===== src/rtl/keylock_pkg.sv =====
package keylock_pkg;
  localparam int KEY_W       = 4;
  localparam int CODE_LEN    = 4;
  localparam int PREFIX_LEN  = CODE_LEN - 1;
  localparam int PROG_DIGITS = 6;
  localparam int PTR_W       = $clog2(CODE_LEN);
  localparam int PC_W        = $clog2(PROG_DIGITS);

  typedef logic [KEY_W-1:0] key_t;
  typedef enum logic [1:0] {ARM_IDLE, ARM_WAIT1, ARM_WAIT2} arm_e;

  localparam key_t ARM_KEY     = 4'hC;
  localparam key_t RESTART_KEY = 4'hE;

  // index 0 is the first digit entered
  localparam key_t [PREFIX_LEN-1:0] DEF_PREFIX = {4'h5, 4'h1, 4'h0};
  localparam key_t DEF_PRI_LAST = 4'h4;
  localparam key_t DEF_SEC_LAST = 4'h0;
  localparam key_t DEF_DUR_LAST = 4'h1;
endpackage


===== src/rtl/keylock_pulse.sv =====
module keylock_pulse #(
  parameter int unsigned WIDTH = 50
) (
  input  logic clk,
  input  logic rst_n,
  input  logic trig_i,
  output logic pulse_o
);
  localparam int CW = $clog2(WIDTH + 1);
  logic [CW-1:0] cnt_q;

  always_ff @(posedge clk or negedge rst_n) begin
    if (!rst_n)                cnt_q <= '0;
    else if (trig_i)           cnt_q <= CW'(WIDTH);
    else if (cnt_q != '0)      cnt_q <= cnt_q - CW'(1);
  end

  assign pulse_o = (cnt_q != '0);

  // a trigger must keep the pulse alive on the following cycle
  p_retrig_hold_r11: assert property (@(posedge clk) disable iff (!rst_n)
    $fell(pulse_o) |-> !$past(trig_i));
endmodule


===== src/rtl/keylock_entry_timer.sv =====
module keylock_entry_timer #(
  parameter int unsigned LIMIT = 1000
) (
  input  logic clk,
  input  logic rst_n,
  input  logic start_i,
  input  logic stop_i,
  output logic expire_o
);
  localparam int CW = $clog2(LIMIT + 1);
  logic [CW-1:0] cnt_q;
  logic          run_q;

  assign expire_o = run_q && (cnt_q == CW'(LIMIT - 1));

  always_ff @(posedge clk or negedge rst_n) begin
    if (!rst_n) begin
      run_q <= 1'b0;
      cnt_q <= '0;
    end else if (start_i) begin
      run_q <= 1'b1;
      cnt_q <= '0;
    end else if (stop_i || expire_o) begin
      run_q <= 1'b0;
      cnt_q <= '0;
    end else if (run_q) begin
      cnt_q <= cnt_q + CW'(1);
    end
  end

  // expiry ends the window; a new one needs a fresh start
  p_expire_single_r6: assert property (@(posedge clk) disable iff (!rst_n)
    expire_o |=> !expire_o);
endmodule


===== src/rtl/keylock_code_store.sv =====
module keylock_code_store
  import keylock_pkg::*;
(
  input  logic                    clk,
  input  logic                    rst_n,
  input  logic                    commit_i,
  input  key_t [PREFIX_LEN-1:0]   new_pre_i,
  input  key_t                    new_pri_i,
  input  key_t                    new_sec_i,
  input  key_t                    new_dur_i,
  input  logic [PTR_W-1:0]        idx_i,
  input  key_t                    key_i,
  output logic                    pre_hit_o,
  output logic                    hit_pri_o,
  output logic                    hit_sec_o,
  output logic                    hit_dur_o
);
  key_t [PREFIX_LEN-1:0] pre_q;
  key_t                  pri_q, sec_q, dur_q;
  logic [CODE_LEN-1:0]   dig_eq;

  always_ff @(posedge clk or negedge rst_n) begin
    if (!rst_n) begin
      pre_q <= DEF_PREFIX;
      pri_q <= DEF_PRI_LAST;
      sec_q <= DEF_SEC_LAST;
      dur_q <= DEF_DUR_LAST;
    end else if (commit_i) begin
      pre_q <= new_pre_i;
      pri_q <= new_pri_i;
      sec_q <= new_sec_i;
      dur_q <= new_dur_i;
    end
  end

  for (genvar g = 0; g < CODE_LEN; g++) begin : g_cmp
    if (g < PREFIX_LEN) begin : g_pre
      assign dig_eq[g] = (pre_q[g] == key_i);
    end else begin : g_tail
      assign dig_eq[g] = 1'b0;
    end
  end

  assign pre_hit_o = dig_eq[idx_i];
  assign hit_pri_o = (pri_q == key_i);
  assign hit_sec_o = (sec_q == key_i);
  assign hit_dur_o = (dur_q == key_i);
endmodule


===== src/rtl/keylock_ctrl.sv =====
module keylock_ctrl
  import keylock_pkg::*;
#(
  parameter int unsigned MOM_CYC     = 50,
  parameter int unsigned TMP_CYC     = 50,
  parameter int unsigned TIMEOUT_CYC = 1000
) (
  input  logic       clk,
  input  logic       rst_n,
  input  logic       key_valid,
  output logic       key_ready,
  input  logic [3:0] key_code,
  output logic       lock1_o,
  output logic       lock2_o,
  output logic       lock_status_o,
  output logic       moment_o,
  output logic       tamper_o,
  output logic       alarm_o,
  output logic       prog_o
);
  localparam logic [PTR_W-1:0] LAST_PTR  = PTR_W'(CODE_LEN - 1);
  localparam logic [PC_W-1:0]  LAST_PROG = PC_W'(PROG_DIGITS - 1);

  logic [PTR_W-1:0] ptr_q, ptr_d, eff_ptr;
  arm_e             arm_q, arm_d, eff_arm;
  logic             prog_q, prog_d;
  logic [PC_W-1:0]  pcnt_q, pcnt_d;
  key_t [PROG_DIGITS-2:0] stg_q, stg_d;
  logic lock1_q, lock1_d, lock2_q, lock2_d, alarm_q, alarm_d;
  logic mom_fire, tmp_fire, tmr_start, tmr_stop, tmr_exp, commit;
  logic pre_hit, hit_p, hit_s, hit_u;

  assign eff_ptr = tmr_exp ? '0 : ptr_q;
  assign eff_arm = tmr_exp ? ARM_IDLE : arm_q;

  keylock_code_store u_store (
    .clk       (clk),
    .rst_n     (rst_n),
    .commit_i  (commit),
    .new_pre_i (stg_q[PREFIX_LEN-1:0]),
    .new_pri_i (stg_q[PREFIX_LEN]),
    .new_sec_i (stg_q[PREFIX_LEN+1]),
    .new_dur_i (key_code),
    .idx_i     (eff_ptr),
    .key_i     (key_code),
    .pre_hit_o (pre_hit),
    .hit_pri_o (hit_p),
    .hit_sec_o (hit_s),
    .hit_dur_o (hit_u)
  );

  keylock_entry_timer #(.LIMIT(TIMEOUT_CYC)) u_timer (
    .clk      (clk),
    .rst_n    (rst_n),
    .start_i  (tmr_start),
    .stop_i   (tmr_stop),
    .expire_o (tmr_exp)
  );

  keylock_pulse #(.WIDTH(MOM_CYC)) u_mom (
    .clk (clk), .rst_n (rst_n), .trig_i (mom_fire), .pulse_o (moment_o)
  );

  keylock_pulse #(.WIDTH(TMP_CYC)) u_tmp (
    .clk (clk), .rst_n (rst_n), .trig_i (tmp_fire), .pulse_o (tamper_o)
  );

  always_comb begin
    ptr_d = ptr_q;  arm_d = arm_q;  prog_d = prog_q;  pcnt_d = pcnt_q;
    stg_d = stg_q;  lock1_d = lock1_q;  lock2_d = lock2_q;  alarm_d = alarm_q;
    mom_fire = 1'b0;  tmp_fire = 1'b0;  tmr_start = 1'b0;  tmr_stop = 1'b0;
    commit = 1'b0;
    if (key_valid && prog_q) begin
      if (key_code == RESTART_KEY) begin
        pcnt_d = '0;
      end else if (pcnt_q == LAST_PROG) begin
        commit = 1'b1;
        prog_d = 1'b0;
        pcnt_d = '0;
      end else begin
        stg_d[pcnt_q] = key_code;
        pcnt_d = pcnt_q + PC_W'(1);
      end
    end else if (key_valid) begin
      if (eff_arm == ARM_WAIT1 && key_code == ARM_KEY) begin
        arm_d = ARM_WAIT2;
      end else if (eff_arm == ARM_WAIT2 && key_code == ARM_KEY) begin
        prog_d   = 1'b1;
        arm_d    = ARM_IDLE;
        pcnt_d   = '0;
        ptr_d    = '0;
        tmr_stop = 1'b1;
      end else begin
        arm_d = ARM_IDLE;
        if (eff_ptr != LAST_PTR) begin
          if (pre_hit) begin
            ptr_d = eff_ptr + PTR_W'(1);
            if (eff_ptr == '0) tmr_start = 1'b1;
          end else begin
            tmp_fire = 1'b1;
            ptr_d    = '0;
            tmr_stop = 1'b1;
          end
        end else if (hit_p || hit_s || hit_u) begin
          ptr_d = '0;
          if (hit_p || hit_u) lock1_d = ~lock1_q;
          if (hit_s) begin
            lock2_d = ~lock2_q;
            arm_d   = ARM_WAIT1;
          end else begin
            tmr_stop = 1'b1;
          end
          if (hit_p) begin
            alarm_d  = 1'b0;
            mom_fire = 1'b1;
          end else if (hit_u) begin
            alarm_d = 1'b1;
          end
        end else begin
          tmp_fire = 1'b1;
          ptr_d    = '0;
          tmr_stop = 1'b1;
        end
      end
    end else if (tmr_exp) begin
      ptr_d = '0;
      arm_d = ARM_IDLE;
    end
  end

  always_ff @(posedge clk or negedge rst_n) begin
    if (!rst_n) begin
      ptr_q   <= '0;
      arm_q   <= ARM_IDLE;
      prog_q  <= 1'b0;
      pcnt_q  <= '0;
      stg_q   <= '0;
      lock1_q <= 1'b0;
      lock2_q <= 1'b0;
      alarm_q <= 1'b0;
    end else begin
      ptr_q   <= ptr_d;
      arm_q   <= arm_d;
      prog_q  <= prog_d;
      pcnt_q  <= pcnt_d;
      stg_q   <= stg_d;
      lock1_q <= lock1_d;
      lock2_q <= lock2_d;
      alarm_q <= alarm_d;
    end
  end

  assign key_ready     = 1'b1;
  assign lock1_o       = lock1_q;
  assign lock2_o       = lock2_q;
  assign lock_status_o = ~lock1_q;
  assign alarm_o       = alarm_q;
  assign prog_o        = prog_q;

  // lock1 moves only on a consumed key
  p_lock1_on_key_r2: assert property (@(posedge clk) disable iff (!rst_n)
    (lock1_q != $past(lock1_q)) |-> $past(key_valid));

  // alarm is raised only by a normal-mode key
  p_alarm_set_r4: assert property (@(posedge clk) disable iff (!rst_n)
    $rose(alarm_q) |-> $past(key_valid && !prog_q));

  // no tamper pulse may start from program mode
  p_no_tamper_prog_r9: assert property (@(posedge clk) disable iff (!rst_n)
    $rose(tamper_o) |-> $past(!prog_q));

  // the entry timer never expires while programming
  p_timer_frozen_r8: assert property (@(posedge clk) disable iff (!rst_n)
    prog_q |-> !tmr_exp);

  // leaving program mode needs a key
  p_prog_exit_r9: assert property (@(posedge clk) disable iff (!rst_n)
    $fell(prog_q) |-> $past(key_valid));
endmodule


===== config.mk =====
export PLATFORM = sky130hd
export DESIGN_NAME = keylock_ctrl
export DESIGN_NICKNAME = d
export VERILOG_FILES = /design/src/rtl/keylock_pkg.sv /design/src/rtl/keylock_pulse.sv /design/src/rtl/keylock_entry_timer.sv /design/src/rtl/keylock_code_store.sv /design/src/rtl/keylock_ctrl.sv
export SDC_FILE = /design/constraint.sdc
export NUM_CORES = 1
export LEC_CHECK = 0
export ABC_CLOCK_PERIOD_IN_PS = 2170
export BUFFER_PORTS_ARGS = -buffer_cell sky130_fd_sc_hd__buf_4
export CORE_ASPECT_RATIO = 1.5
export CORE_UTILIZATION = 62
export DETAILED_ROUTE_END_ITERATION = 10
export GPL_ROUTABILITY_DRIVEN = 0
export PLACE_DENSITY = 0.8
export SYNTH_ARGS = -nofsm -noshare
export SYNTH_HDL_FRONTEND = slang
export SYNTH_SLANG_ARGS = --single-unit

===== constraint.sdc =====
create_clock -name clk -period 2.17 [get_ports clk]
set_input_delay 0.1085 -clock clk [delete_from_list [all_inputs] [get_ports clk]]
set_output_delay 0.1085 -clock clk [all_outputs]
set_load 0.01 [all_outputs]

# Word level (Yosys, flattened, before mapping)
# Index checks and enable logic that the tools add are counted.
[totals] regBits=78
[classes] muxes=72 n_lt_le_gt_ge=3 eq_ne=17 reduce_logical=26 add_sub_neg=5 n_bitwise=8
[op_table] cell="two-way mux 1 bit" count=46
[op_table] cell="two-way mux 10 bit" count=3
[op_table] cell="equality test 4 bit" count=6
[op_table] cell="two-way mux 6 bit" count=4
[op_table] cell="AND reduction 7 bit" count=3
[op_table] cell="bitwise mux 20 bit" count=1
[op_table] cell="two-way mux 2 bit" count=9
[op_table] cell="two-way mux 3 bit" count=6
[op_table] cell="demux 4 bit (select 3 bit)" count=1
[op_table] cell="nonzero test 2 bit" count=6
[op_table] cell="nonzero test 6 bit" count=2
[op_table] cell="subtractor 6 x 1 -> 6 bit (second input constant)" count=2
[op_table] cell="adder 10 x 1 -> 10 bit (second input constant)" count=1
[op_table] cell="equality test 10 bit (second input constant)" count=1
[op_table] cell="equality test 4 bit (second input constant)" count=2
[op_table] cell="!= test 2 bit (second input constant)" count=4
[op_table] cell="inverter 1 bit" count=8
[op_table] cell="AND reduction 3 bit" count=2
[op_table] cell="logical AND 1 bit" count=5
[op_table] cell="AND reduction 5 bit" count=1
[op_table] cell="logical OR 1 bit" count=4
[op_table] cell="less-than comparator 3 x 4 -> 1 bit (second input constant)" count=1
[op_table] cell="two-way mux 4 bit" count=1
[op_table] cell="adder 3 x 1 -> 3 bit (second input constant)" count=1
[op_table] cell="11 further kinds" count=11

# Longest topological paths before layout
# Gate-level depths: netlist of the first run.
[logic_depth] word_depth=14 mapped_depth=8

# Hierarchy
# From an unflattened synthesis of the first run, not the netlist that was laid out.
[hier_totals] cells_unflattened=340 area_unflattened_um2=3997.6
[modules_own_cells] module="keylock_ctrl" area_each_um2=1490.2 cells_each=126 seq_area_each_um2=775.7 instances=1
[modules_own_cells] module="keylock_code_store" area_each_um2=1217.4 cells_each=89 seq_area_each_um2=606.8 instances=1
[modules_own_cells] module="keylock_pulse" area_each_um2=352.8 cells_each=35 seq_area_each_um2=150.1 instances=2
[modules_own_cells] module="keylock_entry_timer" area_each_um2=584.3 cells_each=55 seq_area_each_um2=275.3 instances=1

# Worst setup path after synthesis of the first run
# OpenSTA, ideal clock, no wires.
[synth_path] kind="register to register" startpoint="reg u_timer.cnt_q[0]" endpoint="reg u_tmp.cnt_q[1]" setup_ns=0.124 t_required_ns=2.046 path_slack_ns=0.173 path_stages_with_launch=8 arrival_ns=1.873 path_cell_list="dfrtp_1 -> ha_1 -> and4_4 -> and3_4 -> buf_6 -> o32ai_4 -> a221oi_4 -> a211o_1"
[synth_between] elab_chain_len=12 elab_cells_between_ends=19 classes_between="4 x eq/ne; 11 x mux; 4 x reduce/logical"
[synth_lines] element="start: declaration" line="keylock_entry_timer.sv:11" text="logic [CW-1:0] cnt_q;"
[synth_lines] element="start signal: assignment" line="keylock_entry_timer.sv:27" text="cnt_q <= cnt_q + CW'(1);"
[synth_lines] element="equality test 10 bit *" line="keylock_entry_timer.sv:14" text="assign expire_o = run_q && (cnt_q == CW'(LIMIT - 1));"
[synth_lines] element="logical AND 1 bit *" line="keylock_entry_timer.sv:14"
[synth_lines] element="two-way mux 2 bit"
[synth_lines] element="binary-select mux 1 bit (select 2 bit)" line="keylock_code_store.sv:44" text="assign pre_hit_o = dig_eq[idx_i];"
[synth_lines] element="two-way mux 1 bit (not written as such)" line="keylock_code_store.sv:44"
[synth_lines] element="two-way mux 1 bit" line="keylock_ctrl.sv:96" text="if (pre_hit) begin"
[synth_lines] element="two-way mux 1 bit" line="keylock_ctrl.sv:95" text="if (eff_ptr != LAST_PTR) begin"
[synth_lines] element="two-way mux 1 bit" line="keylock_ctrl.sv:87" text="end else if (eff_arm == ARM_WAIT2 && key_code == ARM_KEY) begin"
[synth_lines] element="two-way mux 1 bit *" line="keylock_ctrl.sv:85" text="if (eff_arm == ARM_WAIT1 && key_code == ARM_KEY) begin"
[synth_lines] element="two-way mux 1 bit *" line="keylock_ctrl.sv:84" text="end else if (key_valid) begin"
[synth_lines] element="two-way mux 1 bit *" line="keylock_ctrl.sv:73" text="if (key_valid && prog_q) begin"
[synth_lines] element="two-way mux 6 bit or nonzero test 2 bit (tied branches)"
[synth_lines] element="end signal: assignment" line="keylock_pulse.sv:14" text="else if (trig_i) cnt_q <= CW'(WIDTH);"
[synth_lines] element="end signal: assignment" line="keylock_pulse.sv:15" text="else if (cnt_q != '0) cnt_q <= cnt_q - CW'(1);"
[synth_lines] element="end: declaration" line="keylock_pulse.sv:10" text="logic [CW-1:0] cnt_q;"
# Every way passes the cells marked *; elsewhere a longest branch is shown, timed or not. The select of a mux whose other input is x is not followed.
# A chain may end at the register's enable or synchronous reset.

# Worst setup path after layout of the first run
# Same ends and word-level chain as after synthesis.

==> results of run 1 <==
## critical path, stage by stage (launching register included)
cell	delay, ns
dfrtp_1	0.41
ha_1	0.25
and4_4	0.22
and3_4	0.21
o32ai_4	0.39
a221oi_4	0.15
a211o_1	0.29
## registers in the layout (all words and copies together), names as in the netlist
register       flops
alarm_o            1
prog_o             1
arm_q              2
ptr_q              2
u_timer.cnt_q     10
lock1_o            1
u_mom.cnt_q        6
u_store.pre_q     12
u_store.sec_q      4
stg_q             20
lock2_o            1
u_tmp.cnt_q        6
u_store.dur_q      4
u_store.pri_q      4
u_timer.run_q      1
pcnt_q             3
## cell families (layout without fill, tap and decap cells)
| kind of cell | count (synthesis) | after routing | synth area share, % |
|---|---|---|---|
| XOR/XNOR | 38 | 38 | 8.32 |
| adder cells (fa/ha/maj) | 3 | 3 | 0.938 |
| buffers and inverters | 27 | 52 | 4.19 |
| flip-flops | 78 | 78 | 48.9 |
| multiplexers | 43 | 43 | 12.1 |
| AO/OA/AOI/OAI | 57 | 57 | 11.5 |
| other | 1 | 1 | 0.0937 |
| AND/OR/NAND/NOR | 97 | 97 | 13.9 |
## metal layers
layer	part of all wire [%]	track usage, %	vias to the layer above
li1	-	-	1255
met4	1.9	11.3	0
met2	53	40.4	40
met5	0	0	-
met3	3.0	6.14	12
met1	42	28.3	1302
## layout by cell type (no fill, tap or decap), drive strengths merged, types with 13 or more instances in the layout
master | Yosys | routed
mux2 | 42 | 42
buf | 15 | 24
nand2 | 24 | 24
xnor2 | 19 | 19
xor2 | 19 | 19
clkbuf | 1 | 13
dfrtp | 73 | 73
a21oi | 20 | 20
nand3 | 19 | 19
## area by class of cell
| type | count | area [µm²] |
|---|---|---|
| clock buffers | 13 | 169 |
| repair buffers | 25 | 215 |
| fillers | 421 | 1750 |
| inverters | 11 | 41.3 |
| flip-flops and latches | 78 | 1960 |
| multi-input cells | 239 | 1880 |
| well taps | 74 | 92.6 |
| clock inverters | 3 | 65.1 |
## per-stage QoR
step | hold slack [ns] | total power, mW
finish | 0.108 | 3.00
global route | 0.109 | 3.13
CTS | 0.105 | 3.03
detailed placement | 0.0920 | 1.78
global placement | 0.0820 | 1.77
floorplan | -0.187 | 1.71
## how the worst min path moves through the flow
stage	startpoint	end
3_3_place_gp	rst_n	u_mom.cnt_q[1]$_DFFE_PN0P_
5_1_grt	key_valid	arm_q[0]$_DFFE_PN0N_
4_1_cts	key_valid	arm_q[0]$_DFFE_PN0N_
3_5_place_dp	rst_n	u_mom.cnt_q[1]$_DFFE_PN0P_
6_report	key_valid	arm_q[0]$_DFFE_PN0N_
2_1_floorplan	rst_n	alarm_o$_DFFE_PN0P_
## power by group through the flow
| stage | Clock (mW) | Sequential [mW] | Combinational, mW |
|---|---|---|---|
| after floorplan | 0 | 1.54 | 0.172 |
| after global placement | 0 | 1.54 | 0.231 |
| after detailed placement | 0 | 1.54 | 0.240 |
| after CTS | 1.27 | 1.51 | 0.243 |
| after global routing | 1.34 | 1.52 | 0.274 |
| final | 1.25 | 1.52 | 0.241 |
## what timing repair did
item / in CTS / in global routing
gates resized for setup: 0 / 2
hold buffers: 1 / 0
endpoints found under the setup margin: 0 / 2
hold endpoints to repair: 32 / 0
==> impl_metrics.ini, run 1 <==
[final_layout]
fin_util_pct = 71.6
drive_gt1_share_pct = 29.3
antenna_cells = 0
instances_no_fill = 443
design_area_um2 = 4420
nets = 374
area_growth_pct = 10.5

[timing]
skew_ns = 0.00817
setup_viol = 0
period_minus_slack_ns = 2.04
rsz0062_at_grt = false
hold_violations = 0
worst_slack_ns = 0.125
final.setup.tns_ns = 0
fmax_mhz = 489
drv_slew = 0
fin_crit_sh_pct = 94.2

[drt]
drt_iter0_drc = 127
drt-total-wl_um = 7130
wl_per_cell_um = 16.1
first_pass_iters = 4
ant_nets = 0
drt-vias-per-instance = 5.89
drc = 0
vias = 2609

[die]
num_rows = 35
initial_core_util_pct = 64.8
die_area_um2 = 6790
die_w_um = 67.6
die_h_um = 100
ios = 15
core_area_um2 = 6170

[critical_path]
cp.required_ns = 2.41
critPathCaptureType = register
rr_endpoint = u_tmp.cnt_q[1]$_DFFE_PN0P_
reg2reg_depth = 6
critical_path.endpoint = u_tmp.cnt_q[1]$_DFFE_PN0P_
crit_start = u_timer.cnt_q[0]$_DFFE_PN0P_
critical_path.max_fanout = 9
arrival_ns = 2.28
timing.rr.start = u_timer.cnt_q[0]$_DFFE_PN0P_
path_class = register to register
critPathLaunchType = register
r2r_setup_slack_ns = 0.13

[synth]
synth_area_leaders = dfrtp_1 (46%), mux2_2 (11%), xnor2_1 (4.2%)
avgSynthCellArea_um2 = 11.6
yosys_register_bits = 78
synth_top_cell_by_area = dfrtp_1
synth_top_area_share_pct = 45.7
synthesis.area_um2 = 4000
synth_async_sr_flop_share_pct = 100
ys_warn_count = 0
synth_most_common_cell = dfrtp_1
synthesis.nets = 354
postSynthCellCount = 344
synth_seq_area_share_pct = 48.9
synth_edf_count = 0
ys_types = 58
synth_ff_type = dfrtp_1
synth_common_cells = dfrtp_1 (73), mux2_2 (40), nand2_1 (24)

[power_and_ir_drop]
power_density_nw_per_um2 = 679
p_comb_share_pct = 8.0
internal_power_mw = 2.32
netSwitchingPower_mw = 0.684
ir_drop_v = 0.000586
pwr-share-seq_pct = 50.5
power.share.switching_pct = 22.8
clockPowerShare_pct = 41.5
leakage_nw = 2.09

[job]
drv_cap = 0

[cts]
clock_latency_ns = 0.35
max-clock-path-buffers = 2
cts_buffers = 9
root_buffer = clkbuf_8
path_clk_slew_ns = 0.08
cts_tree = yes
h-tree-depth = 3
cts_setup_buffers = 0
cts_sinks = 78

[place]
port_buffers = 13
post-place-cells = 426
dp_hpwl_um = 4920
post-place-ws_ns = 0.137
placed_area_um2 = 4170

[hold_path]
whs_path_depth = 3
hold_path_class = primary input to register

[grt]
grt_usage_pct = 24.2
grt_pass1_vias = 2650
grt_pass1_wl_um = 12200
grt_max_degree = 44
antenna_found_initial = 0
grt_overflow = 0

[outcome]
run_status = complete, no violations
Power figures use the tool's default switching activity.
==> run 2, diff against run 1 <==
Settings changed: CELL_PAD_IN_SITES_DETAIL_PLACEMENT set to 1, CELL_PAD_IN_SITES_GLOBAL_PLACEMENT set to 1, CORE_UTILIZATION 62 to 50, PLACE_DENSITY 0.8 to not set, PLACE_DENSITY_LB_ADDON set to 0.1, SKIP_LAST_GASP set to 1.
==> impl_metrics.ini, run 2 (synthesized netlist as in run 1, its figures left out) <==
[drt]
drt-total-wl_um = 8230
drt-vias-per-instance = 5.63
drc = 0
ant_nets = 0
first_pass_iters = 4
vias = 2655
drt_iter0_drc = 81
wl_per_cell_um = 17.4

[job]
drv_cap = 0

[final_layout]
regMostFlops = stg_q
layout_commonest_cell = dfrtp_1
antenna_cells = 0
reg_top3 = stg_q: 20 flops, u_store.pre_q: 12 flops, u_timer.cnt_q: 10 flops
n_fill_cell = 842
largest_reg_flops = 20
area_growth_pct = 12.9
nets = 375
drive_gt1_share_pct = 28.6
layout_common_cells = dfrtp_1 (73), mux2_2 (40), nand2_1 (24), buf_4 (24)
fin_util_pct = 58.9

[critical_path]
r2r_setup_slack_ns = 0.13
rr_endpoint = u_tmp.cnt_q[1]$_DFFE_PN0P_
critical_path.max_fanout = 9
path_cells = ha_1 > and4_4 > and3_4 > o32ai_4 > a221oi_4 > a211o_1
arrival_ns = 2.25
critPathCaptureType = register
cpMaxStageDelayCell = dfrtp_1
reg2reg_depth = 6
timing.rr.start = u_timer.cnt_q[0]$_DFFE_PN0P_
critPathBufInv = 0
path_delay_family = compound AO/OA/AOI/OAI gates
cpPeakStageDelay_ns = 0.40
cp.required_ns = 2.39
critPathLaunchType = register
path_class = register to register

[die]
initial_core_util_pct = 52.2
die_h_um = 112
die_w_um = 75.0
die_area_um2 = 8370
ios = 15
core_area_um2 = 7660
num_rows = 39

[timing]
skew_ns = 0.00540
final.setup.tns_ns = 0
rsz0062_at_grt = false
hold_violations = 0
maxSlewHeadroom_pct = 57.2
worstMarginPinSlew_ns = 0.642
setup_viol = 0
fmax_mhz = 491
period_minus_slack_ns = 2.04
fin_crit_sh_pct = 93.8
drv_slew = 0

[cts]
cts_buffers = 9
cts_setup_buffers = 0
clock_latency_ns = 0.33
post_cts_resized = 0
max-clock-path-buffers = 2
cts_tree = yes
h-tree-depth = 3
path_clk_slew_ns = 0.06
root_buffer = clkbuf_16
cts_sinks = 78

[power_and_ir_drop]
leakage_nw = 2.11
power_density_nw_per_um2 = 725
ir_drop_v = 0.000546

[outcome]
run_status = complete, no violations

[grt]
grt_overflow = 0
grt_pass1_vias = 2953
grt_max_degree = 48
grt_usage_pct = 22.8
antenna_found_initial = 0
grt_pass1_wl_um = 14300

[hold_path]
hold_path_class = primary input to register
hold_path_startpoint = key_valid
min_to = arm_q[0]$_DFFE_PN0N_
whs_path_depth = 3

[place]
port_buffers = 13
dp_hpwl_um = 5760
==> run 2: worst max-delay path by stage <==
stage	endpoint	start	cells after the start	slack, ns
after floorplan	u_tmp.cnt_q[1]$_DFFE_PN0P_	u_timer.cnt_q[0]$_DFFE_PN0P_	7	0.17
after global placement	u_tmp.cnt_q[4]$_DFFE_PN0P_	u_timer.cnt_q[0]$_DFFE_PN0P_	6	0.17
after detailed placement	u_tmp.cnt_q[1]$_DFFE_PN0P_	u_timer.cnt_q[0]$_DFFE_PN0P_	6	0.13
after CTS	u_tmp.cnt_q[1]$_DFFE_PN0P_	u_timer.cnt_q[0]$_DFFE_PN0P_	6	0.12
after global routing	tamper_o	u_tmp.cnt_q[0]$_DFFE_PN0P_	6	0.01
final	u_tmp.cnt_q[1]$_DFFE_PN0P_	u_timer.cnt_q[0]$_DFFE_PN0P_	6	0.13
==> run 2: tightest hold or removal path: cells and delay by family <==
kind	cells	cell delay [ns]
and+or+nand+nor	1	0.07
buffers and inverters	1	0.14
AOI/OAI and AO/OA	1	0.11
==> run 2: per-stage QoR <==
step	worst slack (ns)	total power, mW	instances	hold slack (ns)	cell area [µm²]
2_1_floorplan	0.173	1.71	344	-0.187	4000
3_3_place_gp	0.174	1.78	455	0.170	4200
3_5_place_dp	0.133	1.79	455	0.175	4200
4_1_cts	0.118	3.32	472	0.125	4520
5_1_grt	0.0110	3.39	472	0.143	4520
6_report	0.134	3.27	472	0.135	4520
==> run 2: per-layer routing <==
| metal | vias to the layer above | wire length, µm | track usage [%] |
|---|---|---|---|
| li1 | 1257 | - | - |
| met1 | 1363 | 3360 | 26.4 |
| met2 | 23 | 4560 | 40.1 |
| met3 | 12 | 105 | 2.71 |
| met4 | 0 | 204 | 11.6 |
| met5 | - | 0 | 0 |
==> run 2: cell type report <==
type	count	area, µm²	share of cell area, %
sequential	78	1960	43.4
multi-input combinational	239	1880	41.5
clock buffer	13	260	5.76
timing repair buffer	26	210	4.66
tap	102	128	2.83
clock inverter	3	42.5	0.942
inverter	11	41.3	0.914
==> run 2: power breakdown <==
group | internal, mW | total (mW) | switching (mW)
Sequential | 1.49 | 1.52 | 0.0316
Combinational | 0.0931 | 0.247 | 0.154
Clock | 0.952 | 1.51 | 0.555
Total | 2.53 | 3.27 | 0.740
==> run 2: timing repair <==
| item | 4_1_cts | 5_1_grt |
|---|---|---|
| endpoints found under the hold margin | 44 | 0 |
| hold buffers | 1 | 0 |
| setup endpoints to repair | 0 | 0 |
==> run 3, diff against run 2 <==
Settings changed: SYNTH_HIERARCHICAL set to 1.
==> impl_metrics.ini, run 3 <==
[outcome]
run_status = finished, violations left
violations = setup timing

[hold_path]
whs_path_depth = 2
hold_path_startpoint = key_valid
min_to = ptr_q[0]$_DFFE_PN0P_
hold_path_class = primary input to register

[timing]
fmax_mhz = 388
hold_violations = 0
worst_slack_ns = -0.410
rsz0062_at_grt = true
period_minus_slack_ns = 2.58
fin_crit_sh_pct = 119
worstMarginPinSlew_ns = 0.507
setup_viol = 24
drv_slew = 0
maxSlewHeadroom_pct = 65.9
skew_ns = 0.00769

[synth]
synth_area_leaders = dfrtp_1 (46%), mux2_2 (13%), xor2_1 (4.6%)
yosys.area_share.simple_pct = 16.8
synthMuxAreaShare_pct = 14.0
synthXorXnorAreaFrac_pct = 7.42
synth_top_area_share_pct = 45.7
synthesis.area_um2 = 4000
synth_top_family_by_area = simple AND/OR/NAND/NOR gates
postSynthCellCount = 340
yosys_register_bits = 78
synth_seq_area_share_pct = 49.0
synth_ff_type = dfrtp_1
ys_warn_count = 6
synthesis.nets = 352
synth_edf_count = 0
avgSynthCellArea_um2 = 11.8
synth_common_cells = dfrtp_1 (73), mux2_2 (46), xor2_1 (21)
ys_types = 57
synth_compound_area_share_pct = 7.57
synthAdderAreaFrac_pct = 1.56
synth_most_common_cell = dfrtp_1
synth_top_cell_by_area = dfrtp_1
synth_async_sr_flop_share_pct = 100

[die]
num_rows = 39
die_w_um = 75.0
die_area_um2 = 8360
initial_core_util_pct = 52.2
die_h_um = 112
ios = 15
core_area_um2 = 7660

[place]
post-place-ws_ns = -0.358
port_buffers = 13
dp_hpwl_um = 5870
placed_area_um2 = 4380

[power_and_ir_drop]
leakage_nw = 2.31
power_density_nw_per_um2 = 956
ir_drop_v = 0.000695
p_total_mw = 4.73

[grt]
grt_max_degree = 47
grt_pass1_vias = 3123
grt_pass1_wl_um = 15400
grt_usage_pct = 24.8
grt_overflow = 0
antenna_found_initial = 0

[critical_path]
critPathLaunchType = register
r2r_setup_slack_ns = -0.41
timing.rr.start = u_timer/cnt_q[3]$_DFFE_PN0P_
cp.required_ns = 2.41
reg2reg_depth = 13
rr_endpoint = ptr_q[1]$_DFFE_PN0P_
arrival_ns = 2.82
critPathCaptureType = register
path_class = register to register
critical_path.max_fanout = 4

[drt]
wl_per_cell_um = 18.9
ant_nets = 0
drt_iter0_drc = 132
drc = 0
vias = 2872
drt-vias-per-instance = 5.72
first_pass_iters = 4
drt-total-wl_um = 9480

[final_layout]
n_fill_cell = 771
antenna_cells = 0
area_growth_pct = 23.9
design_area_um2 = 4950
nets = 407
layout_common_cells = dfrtp_1 (73), buf_4 (54), mux2_2 (46)
fin_util_pct = 64.6
layout_commonest_cell = dfrtp_1
regMostFlops = stg_q
drive_gt1_share_pct = 41.3
reg_top3 = stg_q: 20 flops, u_store/pre_q: 12 flops, u_timer/cnt_q: 10 flops
largest_reg_flops = 20

[cts]
cts_buffers = 9
cts_tree = yes
h-tree-depth = 3
cts_sinks = 78
path_clk_slew_ns = 0.06
clock_latency_ns = 0.34
root_buffer = clkbuf_16
max-clock-path-buffers = 2

[job]
drv_cap = 0
-- run 3: changes by cell type after synthesis, sizes merged, moves of 5 or more --
cell / delta
a21oi: -13
nand3: -11
nand2: -8
nor2: +8
xnor2: -8
or4: +7
nor3: +5
or3b: +5
-- run 3: critical path, stage by stage, from the launching register on --
cell	delay, ns
dfrtp_1	0.38
or3b_4	0.41
nor3_4	0.27
nor2b_4	0.08
nor3_2	0.17
nand4_1	0.16
nand3_2	0.17
buf_4	0.13
buf_6	0.08
buf_6	0.09
inv_4	0.03
o21ai_2	0.13
a21oi_2	0.09
o41ai_2	0.27
-- run 3: routing by layer --
layer	global-route usage (%)	vias up	wire, µm
li1	-	1324	-
met1	27.9	1507	3810
met2	45.0	30	5330
met3	5.43	11	199
met4	7.55	0	130
met5	0	-	0
-- run 3: how the worst max path moves through the flow --
stage,start,end,slack (ns),cells past startpoint
6_report,u_timer/cnt_q[3]$_DFFE_PN0P_,ptr_q[1]$_DFFE_PN0P_,-0.41,13
5_1_grt,u_timer/cnt_q[4]$_DFFE_PN0P_,u_timer/cnt_q[9]$_DFFE_PN0P_,-0.53,12
4_1_cts,u_timer/cnt_q[4]$_DFFE_PN0P_,u_timer/cnt_q[7]$_DFFE_PN0P_,-0.24,12
3_5_place_dp,u_timer/cnt_q[3]$_DFFE_PN0P_,u_timer/cnt_q[7]$_DFFE_PN0P_,-0.36,12
3_3_place_gp,u_timer/cnt_q[3]$_DFFE_PN0P_,u_timer/cnt_q[6]$_DFFE_PN0P_,-0.21,12
2_1_floorplan,u_timer/cnt_q[3]$_DFFE_PN0P_,u_tmp/cnt_q[2]$_DFFE_PN0P_,-0.38,12
-- run 3: stage by stage --
stage               std cells  TNS (ns)  hold WS [ns]
floorplan                 340     -4.68        -0.187
finish                    502     -6.19        0.0845
detailed placement        469     -5.54        0.0931
global placement          469     -2.97        0.0883
CTS                       493     -3.11        0.0739
global route              502     -8.67        0.0814
-- run 3: repair_timing --
item / 4_1_cts / 5_1_grt
pin swaps: 10 / 13
setup buffers: 6 / 9
gates resized for setup: 12 / 14
hold buffers: 1 / 0
endpoints found under the hold margin: 31 / 0
endpoints found under the setup margin: 25 / 29
cloned: 1 / 0
-- run 3: area by class of cell --
cell class,count,area (µm²),area share [%]
Sequential cell,78,1960,39.5
Tap cell,102,128,2.58
Timing Repair Buffer,59,469,9.47
Clock inverter,6,91.3,1.84
Clock buffer,10,239,4.83
Multi-Input combinational cell,238,2030,41.0
Inverter,9,36.3,0.733
-- run 3: power by group --
| group | switching [mW] | total (mW) | internal, mW |
|---|---|---|---|
| logic | 0.499 | 1.06 | 0.560 |
| registers | 0.278 | 2.02 | 1.74 |
| clock network | 0.613 | 1.66 | 1.05 |
-- run 3: cells by family (layout without fill, tap and decap cells) --
logic type / count (synthesis) / after routing
AO/OA/AOI/OAI: 41 / 42
XOR/XNOR: 33 / 33
adder cells (fa/ha/maj): 5 / 5
buffers and inverters: 25 / 84
flip-flops: 78 / 78
multiplexers: 50 / 50
other: 1 / 1
AND/OR/NAND/NOR: 107 / 107
